File: config.mk
export PLATFORM = sky130hd
export DESIGN_NAME = sel_regfile
export DESIGN_NICKNAME = d
export VERILOG_FILES = /design/src/rtl/sel_regfile_pkg.sv /design/src/rtl/srf_decoder.sv /design/src/rtl/srf_array.sv /design/src/rtl/srf_readout.sv /design/src/rtl/sel_regfile.sv
export SDC_FILE = /design/constraint.sdc
export NUM_CORES = 1
export LEC_CHECK = 0
export BUFFER_PORTS_ARGS = -buffer_cell sky130_fd_sc_hd__buf_2
export CORE_ASPECT_RATIO = 0.9
export CORE_MARGIN = 2
export CORE_UTILIZATION = 42
export CTS_CLUSTER_SIZE = 12
export DETAILED_ROUTE_END_ITERATION = 16
export PLACE_DENSITY = 0.6
export SLEW_MARGIN = 40
export SYNTH_ARGS = -nofsm -noshare
export SYNTH_HDL_FRONTEND = slang
export SYNTH_HIERARCHICAL = 1
export SYNTH_SLANG_ARGS = --single-unit
File: constraint.sdc
create_clock -name clk -period 4.26 [get_ports clk]
set_input_delay 0.852 -clock clk [delete_from_list [all_inputs] [get_ports clk]]
set_output_delay 0.852 -clock clk [all_outputs]
set_load 0.01 [all_outputs]
File: src/rtl/sel_regfile_pkg.sv
// Package: shared sizes, the access mode type and the mode decode.
// Assumes both control inputs are active low.
package sel_regfile_pkg;

    localparam int SRF_ADDR_W = 4;
    localparam int SRF_DATA_W = 4;

    typedef enum logic [1:0] {
        SRF_IDLE  = 2'd0,
        SRF_WRITE = 2'd1,
        SRF_READ  = 2'd2
    } srf_mode_e;

    // Classifies the current cycle from the two active-low controls.
    function automatic srf_mode_e srf_mode(input logic sel_n, input logic wr_n);
        if (sel_n)     return SRF_IDLE;
        else if (!wr_n) return SRF_WRITE;
        else           return SRF_READ;
    endfunction

endpackage

File: src/rtl/srf_decoder.sv
// Address decoder: turns a write request and an address into one-hot
// per-word write selects. Assumes DEPTH == 2**ADDR_W.
module srf_decoder #(
    parameter int ADDR_W = 4,
    localparam int DEPTH = 1 << ADDR_W
) (
    input  logic              wr_go,
    input  logic [ADDR_W-1:0] addr,
    output logic [DEPTH-1:0]  wr_sel
);

    // One select line per word, raised only for the addressed word.
    for (genvar g = 0; g < DEPTH; g++) begin : g_sel
        assign wr_sel[g] = wr_go && (addr == ADDR_W'(g));
    end

endmodule

File: src/rtl/srf_array.sv
// Storage array: DEPTH words of DATA_W bits, each written on the rising
// clock edge when its select is high. A synchronous active-low reset
// clears every word and wins over a write. Contents are exposed flat.
module srf_array #(
    parameter int DEPTH  = 16,
    parameter int DATA_W = 4,
    localparam int FLAT_W = DEPTH * DATA_W
) (
    input  logic              clk,
    input  logic              rst_n,
    input  logic [DEPTH-1:0]  wr_sel,
    input  logic [DATA_W-1:0] din,
    output logic [FLAT_W-1:0] words_flat
);

    for (genvar g = 0; g < DEPTH; g++) begin : g_word
        logic [DATA_W-1:0] word_q;

        // Holds one word: clear on reset, load when selected.
        always_ff @(posedge clk) begin
            if (!rst_n) begin
                word_q <= '0;
            end else if (wr_sel[g]) begin
                word_q <= din;
            end
        end

        assign words_flat[g*DATA_W +: DATA_W] = word_q;
    end

endmodule

File: src/rtl/srf_readout.sv
// Read path: selects the addressed word from the flat store and gates
// it to zero unless the cycle is a read. Purely combinational.
module srf_readout
    import sel_regfile_pkg::*;
#(
    parameter int ADDR_W = 4,
    parameter int DATA_W = 4,
    localparam int DEPTH  = 1 << ADDR_W,
    localparam int FLAT_W = DEPTH * DATA_W
) (
    input  logic [FLAT_W-1:0] words_flat,
    input  logic [ADDR_W-1:0] addr,
    input  srf_mode_e         mode,
    output logic [DATA_W-1:0] dout
);

    logic [DATA_W-1:0] picked;

    // Multiplexes the addressed word out of the flat store.
    always_comb begin
        picked = '0;
        for (int i = 0; i < DEPTH; i++) begin
            if (addr == ADDR_W'(i)) begin
                picked = words_flat[i*DATA_W +: DATA_W];
            end
        end
    end

    // Forces the bus low outside read cycles.
    always_comb begin
        dout = (mode == SRF_READ) ? picked : '0;
    end

endmodule

File: src/rtl/sel_regfile.sv
// Top: 16 x 4 chip-selected register file. Writes on the clock edge when
// cs_n and we_n are both low (level or strobe style), reads
// combinationally otherwise, and drives zero when idle or writing.
module sel_regfile
    import sel_regfile_pkg::*;
#(
    parameter int ADDR_W = SRF_ADDR_W,
    parameter int DATA_W = SRF_DATA_W
) (
    input  logic              clk,
    input  logic              rst_n,
    input  logic              cs_n,
    input  logic              we_n,
    input  logic [ADDR_W-1:0] addr,
    input  logic [DATA_W-1:0] din,
    output logic [DATA_W-1:0] dout
);

    localparam int DEPTH  = 1 << ADDR_W;
    localparam int FLAT_W = DEPTH * DATA_W;

    srf_mode_e          mode;
    logic [DEPTH-1:0]   wr_sel;
    logic [FLAT_W-1:0]  words_flat;

    // Decodes the access mode of the current cycle.
    always_comb begin
        mode = srf_mode(cs_n, we_n);
    end

    srf_decoder #(.ADDR_W(ADDR_W)) u_dec (
        .wr_go  (mode == SRF_WRITE),
        .addr   (addr),
        .wr_sel (wr_sel)
    );

    srf_array #(.DEPTH(DEPTH), .DATA_W(DATA_W)) u_store (
        .clk        (clk),
        .rst_n      (rst_n),
        .wr_sel     (wr_sel),
        .din        (din),
        .words_flat (words_flat)
    );

    srf_readout #(.ADDR_W(ADDR_W), .DATA_W(DATA_W)) u_rd (
        .words_flat (words_flat),
        .addr       (addr),
        .mode       (mode),
        .dout       (dout)
    );

endmodule

======== Yosys cells after proc, flatten, opt, wreduce, memory -nomap -nowiden ========
Index checks and enable logic that the tools add are counted.
cells by class
  equal/unequal tests ..................... 17
  multiplexer cells ....................... 19
  reduce and logical (&&, ||, !) cells .... 17
operator list
  cell                  count
  $mux W4               17
  $eq A4 B4 Y1 const B  8
  $eq A4 B3 Y1 const B  4
  $logic_and A1 B1 Y1   16
  $eq A4 B2 Y1 const B  2
  $eq A4 B1 Y1 const B  1
  $logic_not A4 Y1      1
  $mux W2               2
  $eq A2 B1 Y1 const B  1
  $eq A2 B2 Y1 const B  1
word-level totals
  register bits ........................... 64
  bits of input ports ..................... 12
  output and inout port bits .............. 4
  word-level logic and storage cells ...... 69

======== Depth between registers and ports, before layout ========
Gate-level depths: netlist of run 1.
  depth after elaboration ................. 18
  depth in mapped cells ................... 7
  gate-level depth less buffers ........... 5

======== Modules after synthesis ========
Netlist of run 1, hierarchy kept.
modules (own cells, without submodules)
  module       instances  cells an instance  area an instance (µm²)
  srf_array    1          219                2512.4
  srf_readout  1          101                769.5
  srf_decoder  1          23                 117.6
  sel_regfile  1          2                  17.5

======== Least setup slack after synthesis of run 1 ========
Ideal clock, no wire load.
  kind .................................... input to output
  start ................................... in addr[1]
  end ..................................... out dout[2]
  arrival ................................. 1.918 ns
  slack ................................... 1.490 ns
  stages on the path ...................... 7
  path buffers ............................ 2
  cell sequence ........................... buf_6 > buf_6 > nor3b_1 > a31oi_1 > a221oi_2 > o32ai_1 > a21oi_1
between the ends
  cells in the longest elaborated chain, start to end .. 18
  elaborated cells on any way between the ends .. 33
  those cells by class .................... eq/ne (15); mux (17); reduce/logical (1)
ends and longest elaborated chain
  item                   line               RTL
  start: declaration     sel_regfile.sv:14  input logic [ADDR_W-1:0] addr,
  $logic_not A4 Y1       srf_readout.sv:23  if (addr == ADDR_W'(i)) begin
  $mux W4 (15 in a row)  srf_readout.sv:23
  $mux W4 *              srf_readout.sv:23
  $mux W4 *              srf_readout.sv:31  dout = (mode == SRF_READ) ? picked : '0;
  end: declaration       sel_regfile.sv:16  output logic [DATA_W-1:0] dout
Mark *: on every way between the ends. The rest lies on a longest branch, timed or not.

======== Worst setup path after layout of run 1 ========
  start ................................... in addr[0]
  end ..................................... out dout[0]
The elaborated chain is that of the path after synthesis.

==> flow_metrics.env, run 1 <==
export IMPL_status="complete, no violations"
export IMPL_top_regs="u_store/g_word.word_q x64"
export IMPL_grt_usage_pct=18.37
export IMPL_area_growth_pct=4.834
export IMPL_synth_area_leaders="dfxtp_1 (37%), mux2i_1 (20%), nor2b_1 (12%), mux4_1 (3.8%), buf_4 (2.9%)"
export IMPL_drc_errors=0
export IMPL_core_area_um2=7990
export IMPL_gp_congestion=0.7946
export IMPL_fin_crit_sh_pct=81.20
export IMPL_clock_fmax_mhz=289.1
export IMPL_dp_hpwl_mm=4.967
export IMPL_crit_arrival_ns=2.61
export IMPL_fin_crit_ns=3.459
export IMPL_grt_pass1_wl_mm=12.36
export IMPL_largest_reg_flops=64
export IMPL_largest_register="u_store/g_word.word_q"
export IMPL_wl_per_cell_um=17.83
export IMPL_worstPathRequired_ns=3.41
export IMPL_path_class="input port to primary output"
export IMPL_yosysSeqAreaShare_pct=37.50
export IMPL_yosysWarnings=6
export IMPL_start_util_pct=42.77
export IMPL_synth_top_area_share_pct=37.50
export IMPL_syn_nets=357
export IMPL_synth_area_um2=3417
export IMPL_clock_skew_ns=0
export IMPL_grt_max_degree=65
export IMPL_cts_htree_levels=3
export IMPL_routed_wirelength_mm=7.791
export IMPL_rsz0062_at_grt="no"
export IMPL_first_pass_iters=4
export IMPL_antenna_found_initial=0
export IMPL_hold_violations=0
export IMPL_port_buffers=15
export IMPL_clock_latency_ns=0.34
export IMPL_clockBufferDepth=2
export IMPL_clk_pin_slew_ns=0.06
export IMPL_drive_gt1_share_pct=11.24
export IMPL_cts_resized=0
export IMPL_cts_sinks=64
export IMPL_final_core_util_pct=44.83
export IMPL_io_pins=16
export IMPL_drtIter0Drc=135
export IMPL_die_area_um2=8874
export IMPL_leakagePower_uw=0.001126
export IMPL_drv_slew=0
export IMPL_syn_avg_cell_area_um2=9.904
export IMPL_power_density_nw_per_um2=365.6
export IMPL_hp_class="flop to flop"
export IMPL_die_x_um=99.08
export IMPL_synth_cell_types=40
export IMPL_chipHeight_um=89.57
export IMPL_critPathCaptureType="primary output"
export IMPL_path_max_fanout=38
export IMPL_root_buffer="clkbuf_8"
export IMPL_row_count=31
export IMPL_grt_overflow=0
export IMPL_cts_setup_buffers=0
export IMPL_maxSlewHeadroom_pct=43.49
export IMPL_cts_tree="done"
export IMPL_drt_vias_per_instance=5.371
export IMPL_drv_cap=0
export IMPL_worstMarginPinSlew_ns=0.8412
export IMPL_synth_seq_cells=64
export IMPL_cts_buffers=9
export IMPL_yosys_area_top_type="dfxtp_1"
export IMPL_postRouteAntennaNets=0
export IMPL_fin_setup_tns_ns=0
export IMPL_syn_inst=345
export IMPL_finalSetupViolations=0
export IMPL_worst_ir_drop_vdd_uv=203.1
export IMPL_vias=2347
export IMPL_startpoint_type="input port"
export IMPL_nNetsFinal=345
export IMPL_holdBufCountCts=0
export IMPL_antenna_cells=0
export IMPL_grt_pass1_vias=2222
-- placed cells by master, fill, tap and decap left out, drive strengths merged, types with 10 or more instances in the layout --
master	instances
mux2i	69
nor2b	68
dfxtp	64
nor2	20
buf	15
clkbuf	14
a21oi	10
o21ai	10
-- logic make-up after synthesis --
family | share of synthesized area, %
mux | 25.38
flops | 37.50
compound gates | 8.642
buf+inv | 8.348
simple gates | 20.14
-- final cells by class --
type,count,area [µm²]
Inverter,3,11.26
Clock buffer,14,172.7
Fill cell,796,4408
Multi-Input combinational cell,240,1856
Tap cell,99,123.9
Sequential cell,64,1281
Clock inverter,2,60.06
Timing Repair Buffer,15,77.57
-- path summary, 6_finish.rpt --
| path | to | slack [ns] | cells after the start | startpoint |
|---|---|---|---|---|
| setup reg to reg | u_store/g_word[7].word_q[2] | 3.60 | 2 | u_store/g_word[7].word_q[2] |
| hold / removal | u_store/g_word[6].word_q[1] | 0.51 | 2 | u_store/g_word[6].word_q[1] |
| setup / recovery | dout[0] | 0.80 | 6 | addr[0] |
| hold reg to reg | u_store/g_word[6].word_q[1] | 0.51 | 2 | u_store/g_word[6].word_q[1] |
-- power by group --
| part | switching, µW | internal, µW |
|---|---|---|
| Sequential | 2.45 | 603 |
| Clock | 228 | 378 |
| Combinational | 62.3 | 36.0 |
| Total | 293 | 1020 |
-- worst max-delay path, stage by stage --
cell     delay (ns)
buf_2          0.60
mux4_1         0.67
nor2_1         0.13
a211o_1        0.11
a21oi_1        0.08
buf_2          0.15
-- cell usage after synthesis --
cell       n
a32oi_1    1
a21o_1     1
nor3_1     5
a221oi_2   1
or3b_4     1
and2b_1    1
or3_1      1
nand3b_1   6
mux4_1     5
nand3_1    5
a211o_1    1
o31ai_1    4
a21boi_0   1
a22oi_1    6
o221ai_1   2
nor3_2     1
inv_1      3
a21oi_1   10
buf_8      1
buf_6      7
buf_2      8
a22o_1     1
buf_4     13
nand2b_1   2
nor2b_1   67
nor3b_1    2
dfxtp_1   64
nor2_1    20
clkbuf_1   2
nand2_1    6
o211ai_1   1
mux2_2     4
o21ai_1    1
o22a_1     1
mux2i_1   69
nor2b_4    1
a31oi_1    2
o32ai_1    2
o21ai_0    9
clkbuf_2   7
-- per-stage QoR --
| step | power [µW] | std cells | worst slack [ns] | hold WS, ns | area [µm²] |
|---|---|---|---|---|---|
| floorplan | 695.8 | 345 | 1.490 | 0.4736 | 3417 |
| global placement | 715.5 | 421 | 0.7917 | 0.4895 | 3342 |
| detailed placement | 716.2 | 421 | 0.8014 | 0.4995 | 3344 |
| CTS | 1327 | 437 | 0.7960 | 0.5182 | 3577 |
| global route | 1360 | 437 | 0.6799 | 0.5405 | 3582 |
| finish | 1310 | 437 | 0.8009 | 0.5134 | 3582 |
-- routing by layer --
metal	vias up	wire length (µm)	GRT usage, %
met3	7	294	4.954
met2	34	3446	27.95
li1	1172	-	-
met1	1134	3971	25.84
met4	0	78	5.230
met5	-	0	0
No activity file was read; power rests on OpenSTA's default activity.
==> run 2, diff against run 1 <==
- clock period: 4.26 -> 3.2 ns (I/O delays scaled with it)
==> run 2 against run 1 <==
Effect of this change: sequential share of layout area fell by 0.50 points; worst hold slack improved by 0.0028 ns; worst setup slack got worse by 0.52 ns; final cell count rose by 1.4%.
==> flow_metrics.env, run 2 (synthesis gave the netlist of run 1 again) <==
export IMPL_dp_cells=427
export IMPL_drc_errors=0
export IMPL_chipHeight_um=89.57
export IMPL_leakagePower_uw=0.001156
export IMPL_wl_per_cell_um=17.63
export IMPL_path_max_fanout=28
export IMPL_power_density_nw_per_um2=491.2
export IMPL_cts_htree_levels=3
export IMPL_path_class="input port to primary output"
export IMPL_top_regs="u_store/g_word.word_q x64"
export IMPL_fin_setup_tns_ns=0
export IMPL_min_from="u_store/g_word[4].word_q[2]"
export IMPL_status="complete, no violations"
export IMPL_worstMarginPinSlew_ns=0.7842
export IMPL_row_count=31
export IMPL_area_growth_pct=6.335
export IMPL_clock_fmax_mhz=342.2
export IMPL_critical_path_max_stage_delay_ns=0.69
export IMPL_cts_buffers=9
export IMPL_maxSlewHeadroom_pct=47.32
export IMPL_busiest_layer="met2"
export IMPL_routed_wirelength_mm=7.811
export IMPL_fin_crit_ns=2.922
export IMPL_path_delay_family="multiplexers"
export IMPL_io_pins=16
export IMPL_core_area_um2=7990
export IMPL_drv_slew=0
export IMPL_fin_crit_sh_pct=91.32
export IMPL_largest_register="u_store/g_word.word_q"
export IMPL_hp_class="flop to flop"
export IMPL_grt_pass1_wl_mm=12.65
export IMPL_worst_path_most_repeated_cell="buf_2"
export IMPL_use_met1_pct=25.98
export IMPL_critPathCaptureType="primary output"
export IMPL_clk_pin_slew_ns=0.07
export IMPL_start_util_pct=42.77
export IMPL_rrSetupSlack_ns=2.55
export IMPL_holdBufCountCts=0
export IMPL_min_to="u_store/g_word[4].word_q[2]"
export IMPL_use_met2_pct=28.32
export IMPL_antenna_found_initial=0
export IMPL_final_area_um2=3633
export IMPL_cp_slowest_cell="mux4_1"
export IMPL_layout_commonest_cell="mux2i_1"
export IMPL_final_cell_mix="mux2i_1 (69), nor2b_1 (67), dfxtp_1 (64), nor2_1 (20), buf_2 (14)"
export IMPL_postRouteAntennaNets=0
export IMPL_gp_congestion=0.8960
export IMPL_reg2reg_to="u_store/g_word[0].word_q[2]"
export IMPL_startpoint_type="input port"
export IMPL_die_x_um=99.08
export IMPL_grt_usage_pct=18.79
export IMPL_nFillCells=756
export IMPL_rsz0062_at_grt="no"
export IMPL_dp_hpwl_mm=5.192
export IMPL_largest_reg_flops=64
export IMPL_crit_arrival_ns=2.28
export IMPL_worstPathRequired_ns=2.56
export IMPL_clockBufferDepth=2
export IMPL_final_cells=443
export IMPL_drv_cap=0
export IMPL_port_buffers=15
export IMPL_place_area_um2=3390
export IMPL_root_buffer="clkbuf_8"
export IMPL_cts_sinks=64
export IMPL_drive_gt1_share_pct=13.08
export IMPL_rr_worst_depth=2
export IMPL_path_cells="buf_2, mux4_1, a22oi_1, a21oi_1, buf_2"
export IMPL_finalSetupViolations=0
export IMPL_use_met3_pct=5.495
export IMPL_first_pass_iters=5
export IMPL_r2r_start="u_store/g_word[0].word_q[2]"
export IMPL_clock_latency_ns=0.35
export IMPL_hold_violations=0
export IMPL_grt_max_degree=65
export IMPL_cts_resized=0
export IMPL_drt_vias_per_instance=5.361
export IMPL_worst_ir_drop_vdd_uv=179.1
export IMPL_nNetsFinal=351
export IMPL_cts_tree="done"
export IMPL_clock_skew_ns=0
export IMPL_cts_setup_buffers=0
export IMPL_worstHoldPathCells=2
export IMPL_drtIter0Drc=188
export IMPL_grt_pass1_vias=2285
export IMPL_p_total_uw=1785
export IMPL_vias=2375
export IMPL_die_area_um2=8874
export IMPL_antenna_cells=0
export IMPL_crit_buf_inv=2
export IMPL_grt_overflow=0
==> run 2: changes by cell type in the layout (fill, tap and decap cells not counted), sizes merged <==
cell,delta
clkinvlp,+1
bufinv,+1
clkinv,+3
clkbuf,-5
buf,+6
==> run 2: report_power, final <==
| part | switching [µW] | internal (µW) |
|---|---|---|
| logic | 83.4 | 51.8 |
| registers | 3.33 | 802 |
| clock network | 326 | 518 |
| total | 413 | 1370 |
==> run 2: worst max-delay path by stage <==
stage | startpoint | end | slack, ns | cells past startpoint
2_1_floorplan | addr[1] | dout[2] | 0.85 | 7
3_3_place_gp | addr[0] | dout[0] | 0.26 | 5
3_5_place_dp | addr[0] | dout[0] | 0.26 | 5
4_1_cts | addr[0] | dout[0] | 0.25 | 5
5_1_grt | addr[0] | dout[1] | 0.17 | 5
6_report | addr[0] | dout[0] | 0.28 | 5
==> run 2: layout make-up <==
| class | count | area, µm² | share of cell area, % |
|---|---|---|---|
| flip-flops and latches | 64 | 1281 | 35.26 |
| clock inverters | 7 | 120.1 | 3.306 |
| inverters | 3 | 11.26 | 0.3099 |
| clock buffers | 9 | 123.9 | 3.409 |
| repair buffers | 21 | 122.6 | 3.375 |
| well taps | 99 | 123.9 | 3.409 |
| multi-input cells | 240 | 1851 | 50.93 |
==> run 2: metrics by stage <==
stage | setup WS, ns | hold WS (ns) | utilization, %
3_5_place_dp | 0.2566 | 0.5002 | 42.42
4_1_cts | 0.2538 | 0.5195 | 45.47
5_1_grt | 0.1711 | 0.5329 | 45.47
2_1_floorplan | 0.8538 | 0.4736 | -
3_3_place_gp | 0.2550 | 0.4888 | 42.39
6_report | 0.2777 | 0.5162 | 45.47
==> run 2: metal layers <==
layer	routed length [µm]	part of all wire [%]
met5	0	0
met4	107	1.4
met3	407	5.2
met2	3448	44
met1	3848	49
==> run 2: worst register-to-register path: stages, from the launching register on <==
cell     delay [ns]
dfxtp_1        0.39
mux2i_1        0.09
nor2b_1        0.12
